`src/rtl/sbs_pkg.sv`:
```
package sbs_pkg;
  localparam int NUM_PHASES = 8;
  localparam int PHASE_W    = $clog2(NUM_PHASES);
  localparam int NUM_CTRL   = 4;

  typedef enum logic [PHASE_W-1:0] {
    PH_IDLE   = 3'd0,
    PH_LOCK   = 3'd1,
    PH_MATCH  = 3'd2,
    PH_SETTLE = 3'd3,
    PH_IO     = 3'd4,
    PH_DONE   = 3'd5,
    PH_WREN   = 3'd6,
    PH_END    = 3'd7
  } phase_e;

  // First phase in which control output idx is active (0 io, 1 done, 2 write, 3 end)
  function automatic phase_e ctrl_phase(input int idx);
    case (idx)
      0:       return PH_IO;
      1:       return PH_DONE;
      2:       return PH_WREN;
      default: return PH_END;
    endcase
  endfunction
endpackage

```
`src/rtl/sbs_gate.sv`:
```
module sbs_gate
  import sbs_pkg::*;
(
  input  phase_e phase,
  input  logic   start,
  input  logic   lock_wait_en,
  input  logic   lock_ok,
  input  logic   match_wait_en,
  input  logic   match_ok,
  input  logic   done_sense,
  output logic   advance
);
  always_comb begin
    unique case (phase)
      PH_IDLE:   advance = start;
      PH_LOCK:   advance = !lock_wait_en || lock_ok;
      PH_MATCH:  advance = !match_wait_en || match_ok;
      PH_SETTLE: advance = 1'b1;
      PH_IO:     advance = 1'b1;
      PH_DONE:   advance = done_sense;
      PH_WREN:   advance = 1'b1;
      PH_END:    advance = 1'b0;
      default:   advance = 1'b0;
    endcase
  end
endmodule

```
`src/rtl/sbs_phase_ctr.sv`:
```
module sbs_phase_ctr
  import sbs_pkg::*;
(
  input  logic   clk,
  input  logic   rst_n,
  input  logic   advance,
  output phase_e phase
);
  logic [PHASE_W-1:0] nxt;
  assign nxt = phase + PHASE_W'(1);

  always_ff @(posedge clk or negedge rst_n) begin
    if (!rst_n)       phase <= PH_IDLE;
    else if (advance) phase <= phase_e'(nxt);
  end
endmodule

```
`src/rtl/sbs_out_decode.sv`:
```
module sbs_out_decode
  import sbs_pkg::*;
(
  input  phase_e              phase,
  output logic [NUM_CTRL-1:0] ctrl
);
  for (genvar gi = 0; gi < NUM_CTRL; gi++) begin : g_ctrl
    localparam phase_e FIRST = ctrl_phase(gi);
    assign ctrl[gi] = (phase >= FIRST);
  end
endmodule

```
`src/rtl/boot_startup_seq.sv`:
```
module boot_startup_seq
  import sbs_pkg::*;
(
  input  logic clk,
  input  logic rst_n,
  input  logic start,
  input  logic lock_wait_en,
  input  logic lock_ok,
  input  logic match_wait_en,
  input  logic match_ok,
  input  logic done_sense,
  output logic io_release,
  output logic done_release,
  output logic write_en,
  output logic startup_end
);
  phase_e              phase;
  logic                advance;
  logic [NUM_CTRL-1:0] ctrl;

  sbs_gate u_gate (
    .phase(phase), .start(start),
    .lock_wait_en(lock_wait_en), .lock_ok(lock_ok),
    .match_wait_en(match_wait_en), .match_ok(match_ok),
    .done_sense(done_sense), .advance(advance)
  );

  sbs_phase_ctr u_ctr (
    .clk(clk), .rst_n(rst_n), .advance(advance), .phase(phase)
  );

  sbs_out_decode u_dec (
    .phase(phase), .ctrl(ctrl)
  );

  assign io_release   = ctrl[0];
  assign done_release = ctrl[1];
  assign write_en     = ctrl[2];
  assign startup_end  = ctrl[3];
endmodule

```
`config.mk`:
```
export PLATFORM = sky130hd
export DESIGN_NAME = boot_startup_seq
export DESIGN_NICKNAME = d
export VERILOG_FILES = /design/src/rtl/sbs_pkg.sv /design/src/rtl/sbs_gate.sv /design/src/rtl/sbs_phase_ctr.sv /design/src/rtl/sbs_out_decode.sv /design/src/rtl/boot_startup_seq.sv
export SDC_FILE = /design/constraint.sdc
export NUM_CORES = 1
export LEC_CHECK = 0
export ABC_AREA = 1
export CORE_AREA = 2 2 39 41
export DETAILED_ROUTE_END_ITERATION = 10
export DIE_AREA = 0 0 41 43
export GPL_ROUTABILITY_DRIVEN = 1
export PLACE_DENSITY_LB_ADDON = 0.1
export SETUP_SLACK_MARGIN = 0.05
export SYNTH_ARGS = -nofsm -noshare
export SYNTH_HDL_FRONTEND = slang
export SYNTH_HIERARCHICAL = 1
export SYNTH_SLANG_ARGS = --single-unit
```
`constraint.sdc`:
```
create_clock -name clk -period 1.8 [get_ports clk]
set_input_delay 0.36 -clock clk [delete_from_list [all_inputs] [get_ports clk]]
set_output_delay 0.36 -clock clk [all_outputs]
set_load 0.01 [all_outputs]
```
==> qor.csv, run 1 <==
stage,metric,value,unit
power_and_ir_drop,leakage,0.2315,nW
grt,vias in the first global route,211,
grt,largest net degree at the start of global routing,9,
drt,vias,245,
critical_path,data arrival time of the critical path,1.30,ns
logic_synthesis,Ys Warns,6,
power_and_ir_drop,Pwr Density,1694,nW/µm²
place,Port Buf Inserts,11,
critical_path,crit end category,output port,
clocking,CTS Sinks,3,
grt,global-route wire length before repair,807,µm
floorplan,DIE AREA,1763,µm²
floorplan,Die Wd,41,µm
power_and_ir_drop,Net Sw Frac,41.16,%
power_and_ir_drop,clock share of power,17.0,%
logic_synthesis,post-synthesis cell area,232.7,µm²
grt,GR Util All Layers,7.035,%
power_and_ir_drop,post-layout total power,0.6888,mW
final_layout,share of cells above drive strength 1,22.64,%
logic_synthesis,Syn Area/Cell,6.290,µm²
clocking,clock latency on the worst-skew pair,0.23,ns
critical_path,worst setup path startpoint,u_ctr/phase[1]$_DFFE_PN0P_,
sta,Setup-failing EPs final,0,
place,dpl cells,63,
drt,drt total wl,546,µm
logic_synthesis,post-synthesis instance total,37,
place,Post-DP Area,359.1,µm²
sta,ratio of final minimum period to clock period,92.30,%
drt,Residual DRC,0,
final_layout,Final Util,29.39,%
place,Final GP Congestion,0.6393,
sta,fmax,601.9,MHz
sta,slew at the pin closest to its max-slew limit,0.1786,ns
critical_path,crit-path max FO,5,
job,max cap viols,0,
final_layout,Finished Cell Area,406.6,µm²
grt,gr ovfl total,0,
clocking,Root Driver,clkbuf_4,
final_layout,"Net count, final",63,
power_and_ir_drop,Comb pwr share,58.4,%
sta,"Slew Viols, Final",0,
sta,WHS,0.3089,ns
critical_path,worst setup path class,flip-flop to output port,
logic_synthesis,synthesis-stage register bit count,3,
power_and_ir_drop,Worst VDD drop,0.6219,mV
power_and_ir_drop,Pint,0.4053,mW
critical_path,worst path cell trace,nand2_2 -> nand2_1 -> clkdlybuf4s50_1,
drt,Routed WL per cell,7.913,µm
logic_synthesis,post-synth cell types,14,
critical_path,"Slowest-stage cell, CP",clkdlybuf4s50_1,
final_layout,most frequent cells in the layout,"nand2_1, clkdlybuf4s50_1, inv_1, clkbuf_4, dfrtp_2",
clocking,TritonCTS clock tree,done,
power_and_ir_drop,Sequential Power Share,24.6,%
sta,Final Hold Viols,0,
clocking,H-tree Lvls,1,
critical_path,WP data required,1.44,ns
logic_synthesis,Synth Net Count,46,
place,Place WS,0.2293,ns
critical_path,largest stage delay on the critical path,0.52,ns
drt,DRT iter0 DRCs,2,
final_layout,P&R area growth vs syn,74.73,%
power_and_ir_drop,sw power,0.2835,mW
final_layout,post-route insts no fill,69,
drt,vias per inst,3.551,
final_layout,Antenna Cells,0,
final_layout,Top reg by flops,u_ctr/phase,
grt,initial antenna violation count,0,
floorplan,die height,43,µm
sta,Max-Slew Margin vs Limit,88.06,%
floorplan,# IOs,12,
floorplan,floorplan core area,1384,µm²
critical_path,startpoint types,flip-flop,
final_layout,max reg flops,3,
sta,crit path time final,1.661,ns
sta,setup_tns,0,ns
status,status,"complete, no violations",
final_layout,fillers,152,
drt,TritonRoute pass-1 iters,3,
sta,clk_skew,0.001462,ns
worst_hold_path,Worst Hold Class,input pin to asynchronous set/reset pin,
sta,RSZ-0062 raised after global routing,no,
final_layout,"commonest non-fill, non-tap cell in the layout",nand2_1,
critical_path,r2r startpoint,u_ctr/phase[0]$_DFFE_PN0P_,
drt,Routed Antenna Nets,0,
clocking,quantity of hold-fixing buffers added after cts,0,
final_layout,biggest regs,u_ctr/phase: 3 flops,
clocking,total clock buffers created by CTS,3,
clocking,"Reg clk slew, reported paths",0.04,ns
sta,Setup WS post-layout,0.1386,ns
place,detailed placer's ending HPWL,386.3,µm
clocking,clock buffer depth,2,
floorplan,row cnt,14,
logic_synthesis,sequential area share after synthesis,32.26,%
floorplan,Initial Util,16.82,%
layer usage:
metal / track usage (%) / up-vias / share of wire [%]
met3: 3.141 / 0 / 8.2
li1: - / 138 / -
met2: 8.438 / 10 / 43
met4: 6.000 / 0 / 0
met1: 9.032 / 97 / 49
met5: 0 / - / 0
power groups by stage:
stage                     combinational (mW)  clock (mW)  sequential (mW)
after global placement                 0.360           0            0.177
after global routing                   0.472       0.131            0.180
final                                  0.402       0.117            0.170
after detailed placement               0.366           0            0.180
after CTS                              0.368       0.125            0.187
after floorplan                        0.227           0            0.157
Yosys cell counts:
master	count	area (µm²)
nor2_2	1	6.260
dfrtp_1	3	75.07
o21ai_1	1	5.000
nand2_1	13	48.80
inv_1	9	33.78
nand2_2	1	6.260
inv_2	1	3.750
nor2_1	1	3.750
clkbuf_1	1	3.750
xor2_1	1	8.760
o21ai_0	2	10.01
ha_1	1	12.51
nand3_1	1	5.000
nand3_2	1	10.01
what timing repair did:
action,4_1_cts,5_1_grt
gates resized for setup,3,1
buffers inserted,0,2
setup endpoints to repair,3,3
pin swaps,0,0
worst paths after layout:
path,to,slack [ns],depth (start not counted)
worst max-delay path,done_release,0.14,3
worst min-delay path,u_ctr/phase[2]$_DFFE_PN0P_,0.31,1
worst max register to register,u_ctr/phase[2]$_DFFE_PN0P_,0.53,7
worst min register to register,u_ctr/phase[0]$_DFFE_PN0P_,0.51,1
max in group asynchronous,u_ctr/phase[1]$_DFFE_PN0P_,1.34,1
min in group clk,u_ctr/phase[0]$_DFFE_PN0P_,0.51,1
cell type report:
class	instances	area (µm²)	area share, %
well taps	16	20.02	4.923
flip-flops and latches	3	78.83	19.38
multi-input cells	23	116.4	28.62
clock buffers	4	26.28	6.462
repair buffers	13	127.6	31.38
inverters	10	37.54	9.231
cells by family (layout without fill, tap and decap cells):
logic type | after synthesis | count (layout) | share of synthesized area (%)
simple gates | 18 | 18 | 34.41
fa+ha+maj | 1 | 1 | 5.375
flops | 3 | 3 | 32.26
compound gates | 3 | 3 | 6.450
buf+inv | 11 | 27 | 17.74
xor+xnor | 1 | 1 | 3.764
worst max-delay path: cells and delay by family (launching register included):
kind	cells	cell delay, ns
buffers and inverters	1	0.52
flip-flops	1	0.41
AND/OR/NAND/NOR	2	0.14
(Power assumes the default switching activity.)
==> run 2: changes to the inputs <==
CAP_MARGIN = 20   (was default)
SLEW_MARGIN = 10   (was default)
SYNTH_HIERARCHICAL = default   (was 1)
==> run 2 against run 1 <==
Wire length is 27% higher. Clock skew is 0.00065 ns lower. Sequential cell count stayed put. Count of clock-buffer cells in the layout stayed put. Area after synthesis is 42% higher. Critical path depth is 1 higher. Combinational power is 41% higher. Critical path type unchanged. Largest cell class is now multi-input gates. Largest power group unchanged.
==> qor.csv, run 2 <==
stage,metric,value,unit
status,status,"complete, no violations",
sta,Final Hold Viols,0,
critical_path,data arrival time of the critical path,1.27,ns
logic_synthesis,post-synth top area share,22.64,%
logic_synthesis,"area leader, netlist",dfrtp_1,
critical_path,crit end category,output port,
sta,crit path time final,1.633,ns
power_and_ir_drop,Pwr Density,1689,nW/µm²
critical_path,worst setup path class,flip-flop to output port,
sta,RSZ-0062 raised after global routing,no,
logic_synthesis,"FFs w/ async S/R, synth",100.0,%
drt,drt total wl,692,µm
final_layout,share of cells above drive strength 1,21.54,%
critical_path,"Slowest-stage cell, CP",dfrtp_1,
logic_synthesis,"EDFF count, synth",0,
final_layout,"commonest non-fill, non-tap cell in the layout",nand2_1,
final_layout,Antenna Cells,0,
clocking,"Reg clk slew, reported paths",0.04,ns
logic_synthesis,synthesis-stage register bit count,3,
clocking,clock latency on the worst-skew pair,0.23,ns
drt,Routed Antenna Nets,0,
logic_synthesis,ys flop type,dfrtp_1,
floorplan,# IOs,12,
sta,clk_skew,0.0008074,ns
logic_synthesis,Syn Area/Cell,6.908,µm²
sta,ratio of final minimum period to clock period,90.72,%
grt,vias in the first global route,301,
final_layout,"Net count, final",80,
drt,Routed WL per cell,8.543,µm
grt,met1 usage,11.29,%
critical_path,WP data required,1.44,ns
grt,M3 GR Usage,0,%
critical_path,largest stage delay on the critical path,0.40,ns
power_and_ir_drop,leakage,0.2840,nW
grt,GR Util All Layers,9.749,%
sta,Max-Slew Margin vs Limit,89.23,%
grt,grt met2 use,16.56,%
drt,DRT iter0 DRCs,4,
logic_synthesis,sequential area share after synthesis,22.64,%
place,Final GP Congestion,0.7479,
worst_hold_path,Worst Hold Class,input pin to asynchronous set/reset pin,
job,max cap viols,0,
critical_path,startpoint types,flip-flop,
floorplan,DIE AREA,1763,µm²
logic_synthesis,post-synthesis cell area,331.6,µm²
place,detailed placer's ending HPWL,570.2,µm
drt,vias per inst,3.938,
floorplan,floorplan core area,1384,µm²
critical_path,"CP delay by family, top",flip-flops,
floorplan,die height,43,µm
drt,Residual DRC,0,
sta,slew at the pin closest to its max-slew limit,0.1614,ns
drt,vias,319,
final_layout,max reg flops,3,
final_layout,Top reg by flops,u_ctr.phase,
clocking,Root Driver,clkbuf_4,
logic_synthesis,Ys Warns,0,
grt,largest net degree at the start of global routing,10,
clocking,CTS Sinks,3,
logic_synthesis,Synth Net Count,62,
sta,"Slew Viols, Final",0,
power_and_ir_drop,Worst VDD drop,0.6507,mV
critical_path,Crit path buffers/inverters,1,
grt,GRT Max-Usage Layer,met2,
clocking,total clock buffers created by CTS,3,
logic_synthesis,post-synth cell types,13,
grt,gr ovfl total,0,
logic_synthesis,"count leader, synth",nand2_1,
sta,Setup-failing EPs final,0,
final_layout,biggest regs,u_ctr.phase: 3 flops,
clocking,clock buffer depth,2,
floorplan,Die Wd,41,µm
floorplan,row cnt,14,
sta,WHS,0.3134,ns
sta,setup_tns,0,ns
critical_path,worst path cell trace,ha_2 -> ha_1 -> o21bai_1 -> buf_2,
drt,TritonRoute pass-1 iters,2,
place,Port Buf Inserts,11,
logic_synthesis,post-synthesis instance total,48,
grt,global-route wire length before repair,1200,µm
logic_synthesis,ranking of synthesized cells by area,"dfrtp_1, ha_1, nand2_1",
clocking,H-tree Lvls,1,
sta,fmax,612.4,MHz
grt,initial antenna violation count,0,
final_layout,most frequent cells in the layout,"nand2_1, inv_1, clkdlybuf4s50_1, nand3_1, ha_1",
floorplan,Initial Util,23.96,%
logic_synthesis,Commonest cells post-synth,"nand2_1, inv_1, ha_1",
clocking,TritonCTS clock tree,done,
final_layout,P&R area growth vs syn,49.43,%
critical_path,crit-path max FO,4,
## run 2: repair_timing
action | in CTS | in global routing
buffers inserted | 0 | 0
hold buffers | 0 | 0
pin swaps | 0 | 1
gates resized for setup | 7 | 3
endpoints found under the setup margin | 3 | 2
## run 2: layout make-up
| class | count | area (µm²) |
|---|---|---|
| multi-input combinational | 35 | 214.0 |
| clock buffer | 4 | 26.28 |
| inverter | 8 | 30.03 |
| timing repair buffer | 15 | 128.9 |
| sequential | 3 | 76.32 |
| tap | 16 | 20.02 |
| fill | 163 | 888.4 |
## run 2: through the flow
| stage | worst slack (ns) | instance area (µm²) | std cells | util, % | power [mW] |
|---|---|---|---|---|---|
| global route | 0.08504 | 495.5 | 81 | 35.80 | 0.9403 |
| floorplan | 0.4265 | 331.6 | 48 | - | 0.5442 |
| global placement | 0.03894 | 476.7 | 77 | 34.45 | 0.7636 |
| CTS | 0.05112 | 505.5 | 81 | 36.53 | 0.8628 |
| finish | 0.1670 | 495.5 | 81 | 35.80 | 0.8367 |
| detailed placement | 0.02028 | 476.7 | 77 | 34.45 | 0.7498 |
## run 2: final timing paths
path / end / slack (ns) / cells past startpoint / startpoint
worst max register to register: u_ctr.phase[0]$_DFFE_PN0P_ / 0.32 / 9 / u_ctr.phase[2]$_DFFE_PN0P_
max in group asynchronous: u_ctr.phase[2]$_DFFE_PN0P_ / 1.33 / 1 / rst_n
worst min-delay path: u_ctr.phase[2]$_DFFE_PN0P_ / 0.31 / 1 / rst_n
min in group clk: u_ctr.phase[0]$_DFFE_PN0P_ / 0.54 / 2 / u_ctr.phase[0]$_DFFE_PN0P_
worst min register to register: u_ctr.phase[0]$_DFFE_PN0P_ / 0.54 / 2 / u_ctr.phase[0]$_DFFE_PN0P_
worst max-delay path: startup_end / 0.17 / 4 / u_ctr.phase[0]$_DFFE_PN0P_
## run 2: report_power, final
| group | switching, mW | internal, mW |
|---|---|---|
| clock | 0.0330 | 0.0830 |
| combinational | 0.309 | 0.258 |
| sequential | 0.0451 | 0.108 |
| total | 0.387 | 0.449 |
## run 2: per-layer routing
metal | vias to the layer above | share of wire (%)
met5 | - | 0
met4 | 0 | 0
met3 | 0 | 4.8
met2 | 5 | 55
met1 | 135 | 40
li1 | 179 | -
## run 2: cells by family after synthesis
logic type                 Yosys count  synth area share [%]
and+or+nand+nor                     26                 35.85
buffers and inverters               10                 13.58
adders and majority gates            6                 22.64
AOI/OAI and AO/OA                    3                 5.284
DFF                                  3                 22.64
